[src/rtl/t1demux_pkg.sv]
package t1demux_pkg;
  localparam int CH_NUM    = 4;
  localparam int SLOT_NUM  = 24;
  localparam int FRAME_LEN = 2048;
  localparam int OCT_W     = 8;
  localparam int REP       = 2;
  localparam int PAY_OFS   = 64;
  localparam int CNT_W     = $clog2(FRAME_LEN);
  localparam int CH_W      = $clog2(CH_NUM);
  localparam int SLOT_W    = $clog2(SLOT_NUM);
  localparam int F_LEN     = CH_NUM * REP;
  localparam int UNIT_LEN  = OCT_W * REP;
  localparam int UNIT_SH   = $clog2(UNIT_LEN);
  localparam int SLOT_SH   = UNIT_SH + CH_W;
  localparam int PAY_LEN   = SLOT_NUM * CH_NUM * UNIT_LEN;

  typedef struct packed {
    logic              firstCopy;
    logic              secondCopy;
    logic              captureF;
    logic              shiftPay;
    logic              payDone;
    logic              fDone;
    logic [CH_W-1:0]   fChan;
    logic [CH_W-1:0]   chan;
    logic [SLOT_W-1:0] slot;
  } ctrlStrobes_t;
endpackage

[src/rtl/t1demux_ctrl.sv]
module t1demux_ctrl
  import t1demux_pkg::*;
(
  input  logic         clk,
  input  logic         rstN,
  input  logic         syncIn,
  output ctrlStrobes_t strobes
);
  logic [CNT_W-1:0] cntQ;
  logic [CNT_W-1:0] pos;
  logic [CNT_W-1:0] pOff;
  logic             inF;
  logic             inPay;

  // Position of the bit sampled at this falling edge
  always_comb begin
    if (syncIn)
      pos = '0;
    else if (cntQ == CNT_W'(FRAME_LEN - 1))
      pos = '0;
    else
      pos = cntQ + 1'b1;
  end

  always_ff @(negedge clk or negedge rstN) begin
    if (!rstN) cntQ <= CNT_W'(FRAME_LEN - 1);
    else       cntQ <= pos;
  end

  assign inF   = (pos < CNT_W'(F_LEN));
  assign inPay = (pos >= CNT_W'(PAY_OFS)) && (pos < CNT_W'(PAY_OFS + PAY_LEN));
  assign pOff  = pos - CNT_W'(PAY_OFS);

  always_comb begin
    strobes            = '0;
    strobes.firstCopy  = (inF || inPay) && !pos[0];
    strobes.secondCopy = (inF || inPay) && pos[0];
    strobes.captureF   = inF && !pos[0];
    strobes.fChan      = pos[1 +: CH_W];
    strobes.fDone      = (pos == CNT_W'(F_LEN - 1));
    strobes.shiftPay   = inPay && !pos[0];
    strobes.payDone    = inPay && (pOff[UNIT_SH-1:0] == UNIT_SH'(UNIT_LEN - 1));
    strobes.chan       = pOff[UNIT_SH +: CH_W];
    strobes.slot       = SLOT_W'(pOff >> SLOT_SH);
  end

  // a sampled sync makes the stored position zero
  assert_sync_restart_R2: assert property (@(negedge clk) disable iff (!rstN)
    syncIn |=> (cntQ == '0));
  // without sync the position wraps from the last period to zero
  assert_wrap_R3: assert property (@(negedge clk) disable iff (!rstN)
    (!syncIn && cntQ == CNT_W'(FRAME_LEN - 1)) |=> (cntQ == '0));
  // frame-bit and payload completions never coincide
  assert_regions_disjoint_R7: assert property (@(negedge clk) disable iff (!rstN)
    strobes.payDone |-> !strobes.fDone);
endmodule

[src/rtl/t1demux_datapath.sv]
module t1demux_datapath
  import t1demux_pkg::*;
(
  input  logic              clk,
  input  logic              rstN,
  input  logic              serIn,
  input  ctrlStrobes_t      strobes,
  output logic [CH_NUM-1:0] fBits,
  output logic              fValid,
  output logic [OCT_W-1:0]  payData,
  output logic [CH_W-1:0]   payChan,
  output logic [SLOT_W-1:0] paySlot,
  output logic              payValid,
  output logic              pairErr
);
  logic              firstQ;
  logic [OCT_W-1:0]  shiftQ;
  logic [CH_NUM-1:0] fAcc;

  always_ff @(negedge clk or negedge rstN) begin
    if (!rstN) begin
      firstQ   <= 1'b0;
      shiftQ   <= '0;
      fAcc     <= '0;
      fBits    <= '0;
      fValid   <= 1'b0;
      payData  <= '0;
      payChan  <= '0;
      paySlot  <= '0;
      payValid <= 1'b0;
      pairErr  <= 1'b0;
    end else begin
      if (strobes.firstCopy) firstQ <= serIn;
      if (strobes.secondCopy && (serIn != firstQ)) pairErr <= 1'b1;
      if (strobes.captureF) fAcc[strobes.fChan] <= serIn;
      if (strobes.shiftPay) shiftQ <= {shiftQ[OCT_W-2:0], serIn};
      fValid   <= strobes.fDone;
      payValid <= strobes.payDone;
      if (strobes.fDone) fBits <= fAcc;
      if (strobes.payDone) begin
        payData <= shiftQ;
        payChan <= strobes.chan;
        paySlot <= strobes.slot;
      end
    end
  end

  assert_pay_pulse_R6: assert property (@(negedge clk) disable iff (!rstN)
    payValid |=> !payValid);
  assert_f_pulse_R4: assert property (@(negedge clk) disable iff (!rstN)
    fValid |=> !fValid);
  assert_err_sticky_R8: assert property (@(negedge clk) disable iff (!rstN)
    pairErr |=> pairErr);
  assert_slot_range_R5: assert property (@(negedge clk) disable iff (!rstN)
    payValid |-> (paySlot < SLOT_W'(SLOT_NUM)));
endmodule

[src/rtl/t1_backplane_demux.sv]
module t1_backplane_demux
  import t1demux_pkg::*;
(
  input  logic              clk,
  input  logic              rstN,
  input  logic              serIn,
  input  logic              syncIn,
  output logic [CH_NUM-1:0] fBits,
  output logic              fValid,
  output logic [OCT_W-1:0]  payData,
  output logic [CH_W-1:0]   payChan,
  output logic [SLOT_W-1:0] paySlot,
  output logic              payValid,
  output logic              pairErr
);
  ctrlStrobes_t strobes;

  t1demux_ctrl uCtrl (
    .clk     (clk),
    .rstN    (rstN),
    .syncIn  (syncIn),
    .strobes (strobes)
  );

  t1demux_datapath uData (
    .clk      (clk),
    .rstN     (rstN),
    .serIn    (serIn),
    .strobes  (strobes),
    .fBits    (fBits),
    .fValid   (fValid),
    .payData  (payData),
    .payChan  (payChan),
    .paySlot  (paySlot),
    .payValid (payValid),
    .pairErr  (pairErr)
  );
endmodule

[config.mk]
export PLATFORM = sky130hd
export DESIGN_NAME = t1_backplane_demux
export DESIGN_NICKNAME = d
export VERILOG_FILES = /design/src/rtl/t1demux_pkg.sv /design/src/rtl/t1demux_ctrl.sv /design/src/rtl/t1demux_datapath.sv /design/src/rtl/t1_backplane_demux.sv
export SDC_FILE = /design/constraint.sdc
export NUM_CORES = 1
export LEC_CHECK = 0
export BUFFER_PORTS_ARGS = -buffer_cell sky130_fd_sc_hd__buf_2
export CAP_MARGIN = 20
export CORE_MARGIN = 2
export CORE_UTILIZATION = 61
export CTS_BUF_LIST = sky130_fd_sc_hd__clkbuf_4
export DETAILED_ROUTE_END_ITERATION = 10
export PLACE_DENSITY = 0.82
export SLEW_MARGIN = 20
export SYNTH_ARGS = -nofsm -noshare
export SYNTH_HDL_FRONTEND = slang
export SYNTH_SLANG_ARGS = --single-unit
[constraint.sdc]
create_clock -name clk -period 3.67 [get_ports clk]
set_input_delay 0.367 -clock clk [delete_from_list [all_inputs] [get_ports clk]]
set_output_delay 0.367 -clock clk [all_outputs]
set_load 0.005 [all_outputs]
==> out/qor.yml, run 1 <==
yosys.cell_types.count: 55
ys_async_sr_fraction_pct: 100
post-place-ws_ns: -0.348
cts_buffers: 5
status: "finished clean"
vdd_ir_drop_max_mv: 0.331
final_common_cell: "dfrtn_1"
globalRoute.totalOverflow: 0
ys_ff_latch: 46
critPathLaunchType: "input pin"
synth_top_area_share_pct: 36.1
die_area_um2: 4500
layout_common_cells: "35 x dfrtn_1, 27 x buf_4, 25 x buf_2"
grt_start_max_net_pins: 30
diodes: 0
total_power_mw: 1.12
final.setup.worst_slack_ns: 0.0241
first_global_vias: 1772
drt_pass1_iterations: 4
grt_use_total_pct: 26.5
hpwl_mm: 3.81
placedCellCount: 295
drive_gt1_share_pct: 45.3
h-tree-depth: 2
synth_top_cell_by_area: "dfrtn_1"
setup_viol: 0
worstSetupEndpointType: "flip-flop"
viasPerCell: 5.76
hold_viol: 0
fillers: 235
ant_nets: 0
place.gp.congestion: 0.874
vias: 1813
final_net_count: 274
finClkSkew_ns: 0.0825
leakagePower_nw: 1.47
synth_area_leaders: "dfrtn_1 36%, dfstp_2 12%, mux2_2 6.0%"
portBuffers: 25
root_buffer: "clkbuf_4"
cp_max_fo: 8
min_path_type: "flip-flop to flip-flop"
synth_nets: 210
slew_viol_final: 0
ys_seq_area_share_pct: 48.0
synthToLayoutAreaGrowth_pct: 22.3
synthFlopType: "dfrtn_1"
drc: 0
rows: 22
cts_buffer_depth: 2
die_w_um: 67.1
wl_per_cell_um: 16.6
avgSynthCellArea_um2: 12.0
cellPowerDensity_nw_per_um2: 376
clk_pin_slew_ns: 0.09
grt_pass1_wl_mm: 8.75
cts.hold.buffers_added: 0
clock_sinks: 46
syn_area_um2: 2430
cap_viol_max_count: 0
totalNegativeSetupSlack_ns: 0
wirelength_mm: 5.23
worstMarginPinSlew_ns: 0.681
start_util_pct: 64.8
cp.arrival_ns: 2.00
die_h_um: 67.1
syn_inst: 202
final_cells: 315
ys_warn_count: 0
drt_iter0_drc: 201
core-area_um2: 3740
hold-worst-slack_ns: 0.447
cp.required_ns: 2.02
antenna_found_initial: 0
io_pins: 26
crit_type: "input pin to flip-flop"
cts_tree: "built"
clk_latency_ns: 0.42
synth_edf_count: 0
relSlewSlack_pct: 54.0
==> routing by layer <==
metal	vias to the layer above	routed length (um)	track usage [%]
li1	851	-	-
met4	0	85	8.67
met2	62	2590	42.0
met1	890	2250	36.4
met3	10	300	5.41
met5	-	0	0
==> critical path: stages <==
cell      delay [ns]
buf_2           0.15
a21oi_4         0.16
nand2_2         0.10
ha_2            0.21
nand3_1         0.12
and4_4          0.27
nand2b_1        0.13
buf_6           0.15
mux2_1          0.35
==> metrics by stage <==
stage | util (%) | instance area [um2]
after floorplan | - | 2480
after global placement | 74.5 | 2790
after detailed placement | 74.5 | 2790
after CTS | 78.4 | 2930
after global routing | 79.3 | 2970
final | 79.3 | 2970
==> sequential cells by signal (all words and copies together), names as in the netlist <==
name,flops
uCtrl.cntQ,11
uData.fBits,4
uData.shiftQ,8
uData.fAcc,4
uData.firstQ,1
uData.payChan,2
uData.payValid,1
uData.pairErr,1
uData.paySlot,5
uData.fValid,1
uData.payData,8
==> path summary, 6_finish.rpt <==
path | depth (start not counted) | end | slack [ns] | from
worst max-delay path | 9 | uData.shiftQ[5]$_DFFE_NN0P_ | 0.02 | syncIn
worst min-delay path | 1 | uData.shiftQ[7]$_DFFE_NN0P_ | 0.45 | uData.shiftQ[7]$_DFFE_NN0P_
worst max register to register | 12 | uData.fBits[0]$_DFFE_NN0P_ | 0.46 | uCtrl.cntQ[0]$_DFF_NN1_
worst min register to register | 1 | uData.shiftQ[7]$_DFFE_NN0P_ | 0.45 | uData.shiftQ[7]$_DFFE_NN0P_
max in group asynchronous | 2 | uCtrl.cntQ[0]$_DFF_NN1_ | 1.39 | rstN
min in group asynchronous | 1 | uData.fValid$_DFF_NN0_ | 1.66 | rstN
==> power breakdown <==
part / internal, mW / switching, mW / total, mW
Clock: 0.230 / 0.197 / 0.427
Combinational: 0.0602 / 0.0533 / 0.113
Sequential: 0.550 / 0.0250 / 0.575
Total: 0.840 / 0.275 / 1.12
==> cell families (layout without fill, tap and decap cells) <==
logic type	Yosys count	count (layout)	synth area share, %
buf+inv	17	82	4.18
xor+xnor	10	10	3.61
mux	31	31	15.9
compound gates	25	25	8.46
simple gates	69	69	17.8
fa+ha+maj	4	4	2.06
flops	46	46	48.0
==> layout make-up <==
type                            instances  area, um2  share of cell area (%)
Multi-Input combinational cell        139       1200                    40.4
Sequential cell                        46       1160                    39.2
Timing Repair Buffer                   54        359                    12.1
Clock inverter                         14        110                    3.71
Tap cell                               48       60.1                    2.02
Clock buffer                            5       37.5                    1.26
Inverter                                9       36.3                    1.22
==> repair_timing <==
item,CTS,global route
hold endpoints to repair,0,0
buffers inserted,0,2
gates resized for setup,0,6
setup endpoints to repair,0,23
==> Yosys cell counts, types with 3 or more instances <==
cell type,instances
nand2_1,12
mux2_1,8
dfrtn_1,35
dfstp_2,11
a21oi_1,5
nor3_1,4
mux2_2,13
nand4_1,4
nor2_1,16
nand3_1,7
or3_1,3
xnor2_1,7
xor2_1,3
inv_1,10
a21oi_2,3
ha_1,4
mux2_4,9
Note: power is estimated with default switching activity, not from simulation.
==> inputs of run 2 (changes only) <==
--- a/config.mk
+++ b/config.mk
@@ -8,10 +8,10 @@
 export BUFFER_PORTS_ARGS = -buffer_cell sky130_fd_sc_hd__buf_2
 export CAP_MARGIN = 20
 export CORE_MARGIN = 2
-export CORE_UTILIZATION = 61
-export CTS_BUF_LIST = sky130_fd_sc_hd__clkbuf_4
+export CORE_UTILIZATION = 58
 export DETAILED_ROUTE_END_ITERATION = 10
-export PLACE_DENSITY = 0.82
+export GPL_TIMING_DRIVEN = 0
+export PLACE_DENSITY = 0.79
 export SLEW_MARGIN = 20
 export SYNTH_ARGS = -nofsm -noshare
 export SYNTH_HDL_FRONTEND = slang
==> run 2 against run 1 <==
Worst setup slack gained 0.033 ns. Critical path type unchanged. Clock power down 2%. Clock-buffer cell count unchanged. First-iteration DRC count is 37% lower.
==> out/qor.yml, run 2 (synthesized netlist as in run 1, its figures left out) <==
start_util_pct: 60.7  # -4.2 points
viasPerCell: 5.74  # -0.26%
core-area_um2: 4000  # +6.9%
root_buffer: "clkbuf_8"
cts_buffers: 5  # unchanged
met3_usage_pct: 5.19  # -0.21 points
clk_pin_slew_ns: 0.06  # -0.03 ns
portBuffers: 24  # -4.0%
cp_cell_sequence: "clkbuf_16 -> a21oi_4 -> nand2_2 -> ha_2 -> nand3_1 -> and4_4 -> nor2b_2 -> buf_6 -> buf_12 -> mux2_4"
cellPowerDensity_nw_per_um2: 380  # +1.2%
clock_sinks: 46  # unchanged
use_met2_pct: 36.5  # -5.4 points
drc: 0  # unchanged
worstMarginPinSlew_ns: 0.617  # -0.0641 ns
cp.required_ns: 1.98  # -0.04 ns
slew_viol_final: 0  # unchanged
drive_gt1_share_pct: 42.2  # -3.1 points
wl_per_cell_um: 15.5  # -6.7%
cts_tree: "built"
vdd_ir_drop_max_mv: 0.291  # -12%
slowest_delay_ns: 0.29  # -0.06 ns
drt_iter0_drc: 126  # -37%
rsz0062_at_grt: "false"
critPathLaunchType: "input pin"
fillers: 270  # +15%
globalRoute.totalOverflow: 0  # unchanged
cp.arrival_ns: 1.92  # -0.08 ns
die_area_um2: 4720  # +4.9%
final.setup.worst_slack_ns: 0.0573  # +0.0332 ns
post-place-ws_ns: -0.347  # +0.00163 ns
hpwl_mm: 3.33  # -12%
h-tree-depth: 2  # unchanged
largest_register_ffs: 11  # unchanged
status: "finished clean"
cp_slowest_cell: "mux2_4"
final_core_util_pct: 71.9  # -7.3 points
top_regs: "uCtrl.cntQ (11), uData.payData (8), uData.shiftQ (8)"
antenna_found_initial: 0  # unchanged
critical-path-top-delay-family: "simple AND/OR/NAND/NOR gates"
grt_start_max_net_pins: 47  # +57%
die_h_um: 68.7  # +2.4%
cts_buffer_depth: 2  # unchanged
grt_use_total_pct: 22.6  # -3.9 points
layout_common_cells: "35 x dfrtn_1, 24 x buf_2, 18 x inv_1"
final_net_count: 258  # -5.8%
leakagePower_nw: 1.40  # -4.6%
worstSetupEndpointType: "flip-flop"
busiest_layer: "met2"
r2r_start: "uCtrl.cntQ[0]$_DFF_NN1_"
critPathBufInv: 3  # +1
hold_viol: 0  # unchanged
drt_pass1_iterations: 4  # unchanged
wirelength_mm: 4.66  # -11%
first_global_vias: 1718  # -3.0%
cp_max_fo: 10  # +2
cap_viol_max_count: 0  # unchanged
ant_nets: 0  # unchanged
place.gp.congestion: 0.835  # -4.4%
met1_usage_pct: 29.1  # -7.4 points
top_register: "uCtrl.cntQ"
finClkSkew_ns: 0.0675  # -0.0150 ns
setup_viol: 0  # unchanged
diodes: 0  # unchanged
crit_type: "input pin to flip-flop"
synthToLayoutAreaGrowth_pct: 18.6
worstHoldStart: "uData.pairErr$_DFFE_NN0P_"
io_pins: 26  # unchanged
critical_path.startpoint: "syncIn"
vias: 1728  # -4.7%
relSlewSlack_pct: 58.7  # +4.7 points
rows: 23  # +4.5%
final_common_cell: "dfrtn_1"
clk_latency_ns: 0.36  # -0.06 ns
grt_pass1_wl_mm: 7.72  # -12%
min_path_type: "flip-flop to flip-flop"
die_w_um: 68.7  # +2.4%
[run 2: path summary, 6_finish.rpt]
path	slack, ns	end	cells past startpoint
min in group asynchronous	1.78	uData.payData[7]$_DFFE_NN0P_	1
hold / removal	0.44	uData.pairErr$_DFFE_NN0P_	1
hold reg to reg	0.44	uData.pairErr$_DFFE_NN0P_	1
setup reg to reg	0.50	uData.fBits[0]$_DFFE_NN0P_	13
max in group asynchronous	1.43	uCtrl.cntQ[4]$_DFF_NN1_	1
setup / recovery	0.06	uData.paySlot[1]$_DFFE_NN0P_	10
[run 2: layout make-up]
class	count	area, um2	share of cell area, %
flip-flops and latches	46	1160	40.5
inverters	9	36.3	1.26
multi-input cells	139	1200	41.7
well taps	50	62.6	2.17
plain buffers	7	87.6	3.04
clock inverters	14	82.6	2.87
repair buffers	31	175	6.09
clock buffers	5	68.8	2.39
[run 2: metrics by stage]
stage	area [um2]	power [mW]	std cells	hold WS, ns	TNS (ns)
after floorplan	2480	0.661	202	0.421	-2.94
after global placement	2660	0.698	276	0.431	-8.22
after detailed placement	2660	0.702	276	0.436	-8.37
after CTS	2830	1.10	296	0.436	0
after global routing	2880	1.16	301	0.451	0
final	2880	1.09	301	0.442	0
[run 2: layer usage]
layer  share of wire (%)  up-vias
met5                   0        -
met4                 1.6        0
met3                 3.9        8
met2                  51       30
met1                  43      875
li1                    -      815
[run 2: worst register-to-register path: cells and delay by family (launching register included)]
kind	cells	cell delay [ns]
xor gates and xnor gates	1	0.20
buffers and inverters	3	0.45
muxes	1	0.33
adders and majority gates	2	0.32
and+or+nand+nor	6	1.04
DFF	1	0.61
[run 2: power breakdown]
part / total, mW / internal [mW] / leakage [nW] / switching [mW]
registers: 0.572 / 0.550 / 0.579 / 0.0220
logic: 0.105 / 0.0559 / 0.707 / 0.0492
clock network: 0.417 / 0.217 / 0.113 / 0.200
[run 2: what timing repair did]
item                                   in CTS  in global routing
hold buffers                                0                  0
pin swaps                                   2                  1
setup endpoints to repair                  11                 23
buffers inserted                            2                  5
endpoints found under the hold margin       0                  0
resized for setup                           1                  5
==> inputs of run 3 (changes only) <==
--- a/config.mk
+++ b/config.mk
@@ -7,6 +7,7 @@
 export LEC_CHECK = 0
 export BUFFER_PORTS_ARGS = -buffer_cell sky130_fd_sc_hd__buf_2
 export CAP_MARGIN = 20
+export CORE_ASPECT_RATIO = 0.5
 export CORE_MARGIN = 2
 export CORE_UTILIZATION = 58
 export DETAILED_ROUTE_END_ITERATION = 10
==> run 3 against run 2 <==
The flow now finishes with violations (setup timing). Via count up 3.9%. Critical path depth unchanged. Global-route usage is 2.0 points higher. Power is 1.6% higher. Worst hold slack worse by 0.017 ns. Sequential power hardly changed. Worst setup slack got worse by 0.083 ns. Critical endpoint unchanged. Largest cell class unchanged.
==> out/qor.yml, run 3 (synthesized netlist as in run 1, its figures left out) <==
status: "finished, violations left"
violations: "setup timing"
cp_slowest_cell: "mux2_4"
wirelength_mm: 5.26  # +13%
clk_latency_ns: 0.38  # +0.02 ns
drt_iter0_drc: 180  # +43%
drive_gt1_share_pct: 43.1  # +0.91 points
cp.required_ns: 1.99  # about the same
cts_tree: "built"
clk_pin_slew_ns: 0.06  # about the same
totalNegativeSetupSlack_ns: -0.216  # -0.216 ns
rsz0062_at_grt: "true"
cts_buffers: 5  # unchanged
min_path_type: "flip-flop to flip-flop"
final_common_cell: "dfrtn_1"
vdd_ir_drop_max_mv: 0.286  # -1.6%
worstSetupEndpointType: "flip-flop"
layout_common_cells: "35 x dfrtn_1, 24 x buf_2, 18 x inv_1"
worstHoldStart: "uData.pairErr$_DFFE_NN0P_"
die_w_um: 95.5  # +39%
critical-path-top-delay-family: "simple AND/OR/NAND/NOR gates"
cellPowerDensity_nw_per_um2: 380  # about the same
viasPerCell: 5.81  # +1.2%
hold-worst-slack_ns: 0.425  # -0.0170 ns
cp.arrival_ns: 2.01  # +0.09 ns
r2r_start: "uCtrl.cntQ[0]$_DFF_NN1_"
final_net_count: 262  # +1.6%
cts_buffer_depth: 2  # unchanged
portBuffers: 24  # unchanged
critPathBufInv: 3  # unchanged
ant_nets: 0  # unchanged
grt_use_total_pct: 24.5  # +2.0 points
hold_viol: 0  # unchanged
grt_start_max_net_pins: 47  # unchanged
drc: 0  # unchanged
start_util_pct: 61.2  # +0.56 points
slowest_delay_ns: 0.30  # about the same
clock_sinks: 46  # unchanged
placedCellCount: 280  # +1.4%
crit_type: "input pin to flip-flop"
io_pins: 26  # unchanged
largest_register_ffs: 11  # unchanged
vias: 1795  # +3.9%
top_regs: "uCtrl.cntQ (11), uData.payData (8), uData.shiftQ (8)"
leakagePower_nw: 1.42  # +1.5%
die_area_um2: 4750  # +0.66%
drt_pass1_iterations: 4  # unchanged
final.setup.worst_slack_ns: -0.0257  # -0.0830 ns
rows: 16  # -30%
fillers: 260  # -3.7%
cp_max_fo: 10  # unchanged
diodes: 0  # unchanged
cp_cell_sequence: "clkbuf_16 -> a21oi_4 -> nand2_2 -> ha_2 -> nand3_1 -> and4_4 -> nor2b_2 -> buf_6 -> buf_12 -> mux2_4"
worstMarginPinSlew_ns: 0.648  # +0.0312 ns
slew_viol_final: 0  # unchanged
synthToLayoutAreaGrowth_pct: 20.4
hpwl_mm: 3.51  # +5.1%
grt_pass1_wl_mm: 8.71  # +13%
h-tree-depth: 2  # unchanged
antenna_found_initial: 0  # unchanged
root_buffer: "clkbuf_8"
die_h_um: 49.7  # -28%
critical_path.startpoint: "syncIn"
core-area_um2: 3960  # -0.91%
setup_viol: 15  # +15
relSlewSlack_pct: 56.8  # -1.9 points
globalRoute.totalOverflow: 0  # unchanged
place.gp.congestion: 0.823  # -1.5%
top_register: "uCtrl.cntQ"
finClkSkew_ns: 0.0786  # +0.0111 ns
critPathLaunchType: "input pin"
wl_per_cell_um: 17.0  # +9.9%
final_cells: 309  # +2.7%
first_global_vias: 1766  # +2.8%
cap_viol_max_count: 0  # unchanged
==> run 3: timing repair <==
| item | 4_1_cts | 5_1_grt |
|---|---|---|
| setup buffers | 5 | 6 |
| hold buffers | 0 | 0 |
| gates resized for setup | 1 | 7 |
| setup endpoints to repair | 24 | 24 |
| hold endpoints to repair | 0 | 0 |
| pin swaps | 1 | 2 |
==> run 3: worst paths after layout <==
kind                                                end  slack, ns  cells after the start
max reg2reg                  uData.fBits[0]$_DFFE_NN0P_       0.37                     13
min                           uData.pairErr$_DFFE_NN0P_       0.43                      1
max in group asynchronous      uCtrl.cntQ[10]$_DFF_NN1_       1.44                      1
max                        uData.paySlot[1]$_DFFE_NN0P_      -0.03                     10
min in group asynchronous  uData.payData[0]$_DFFE_NN0P_       1.77                      1
min reg2reg                   uData.pairErr$_DFFE_NN0P_       0.43                      1
==> run 3: layout make-up <==
cell class | instances | area, um2 | share of cell area, %
Tap cell | 54 | 67.6 | 2.31
Timing Repair Buffer | 35 | 205 | 7.02
Clock inverter | 13 | 75.1 | 2.57
Clock buffer | 6 | 72.6 | 2.48
Multi-Input combinational cell | 139 | 1210 | 41.5
Sequential cell | 46 | 1160 | 39.9
Inverter | 9 | 36.3 | 1.24
Buffer | 7 | 87.6 | 3.00
==> run 3: through the flow <==
stage / utilization (%) / worst slack, ns / total power, mW / instance area, um2
after floorplan: - / -0.147 / 0.661 / 2480
after global placement: 67.2 / -0.382 / 0.697 / 2670
after detailed placement: 67.2 / -0.440 / 0.706 / 2670
after CTS: 71.9 / 0.00340 / 1.11 / 2850
after global routing: 73.7 / -0.0783 / 1.16 / 2920
final: 73.7 / -0.0257 / 1.11 / 2920
==> run 3: layer usage <==
metal | vias up | share of wire, % | global-route usage [%] | routed length (um)
met5 | - | 0 | 0 | 0
met4 | 0 | 2.3 | 7.38 | 120
met3 | 16 | 6.2 | 4.59 | 325
met2 | 70 | 46 | 39.3 | 2440
met1 | 887 | 45 | 34.4 | 2370
li1 | 822 | - | - | -
==> run 3: worst register-to-register path: cells and delay by family, from the launching register on <==
family	cells	cell delay (ns)
and+or+nand+nor	6	1.13
DFF	1	0.61
buffers and inverters	3	0.49
muxes	1	0.34
adders and majority gates	2	0.30
xor gates and xnor gates	1	0.21
==> run 3: power by group <==
group          leakage (nW)  switching, mW  internal, mW  total, mW
clock network         0.114          0.205         0.217      0.423
registers             0.579         0.0244         0.550      0.575
logic                 0.727         0.0541        0.0596      0.114
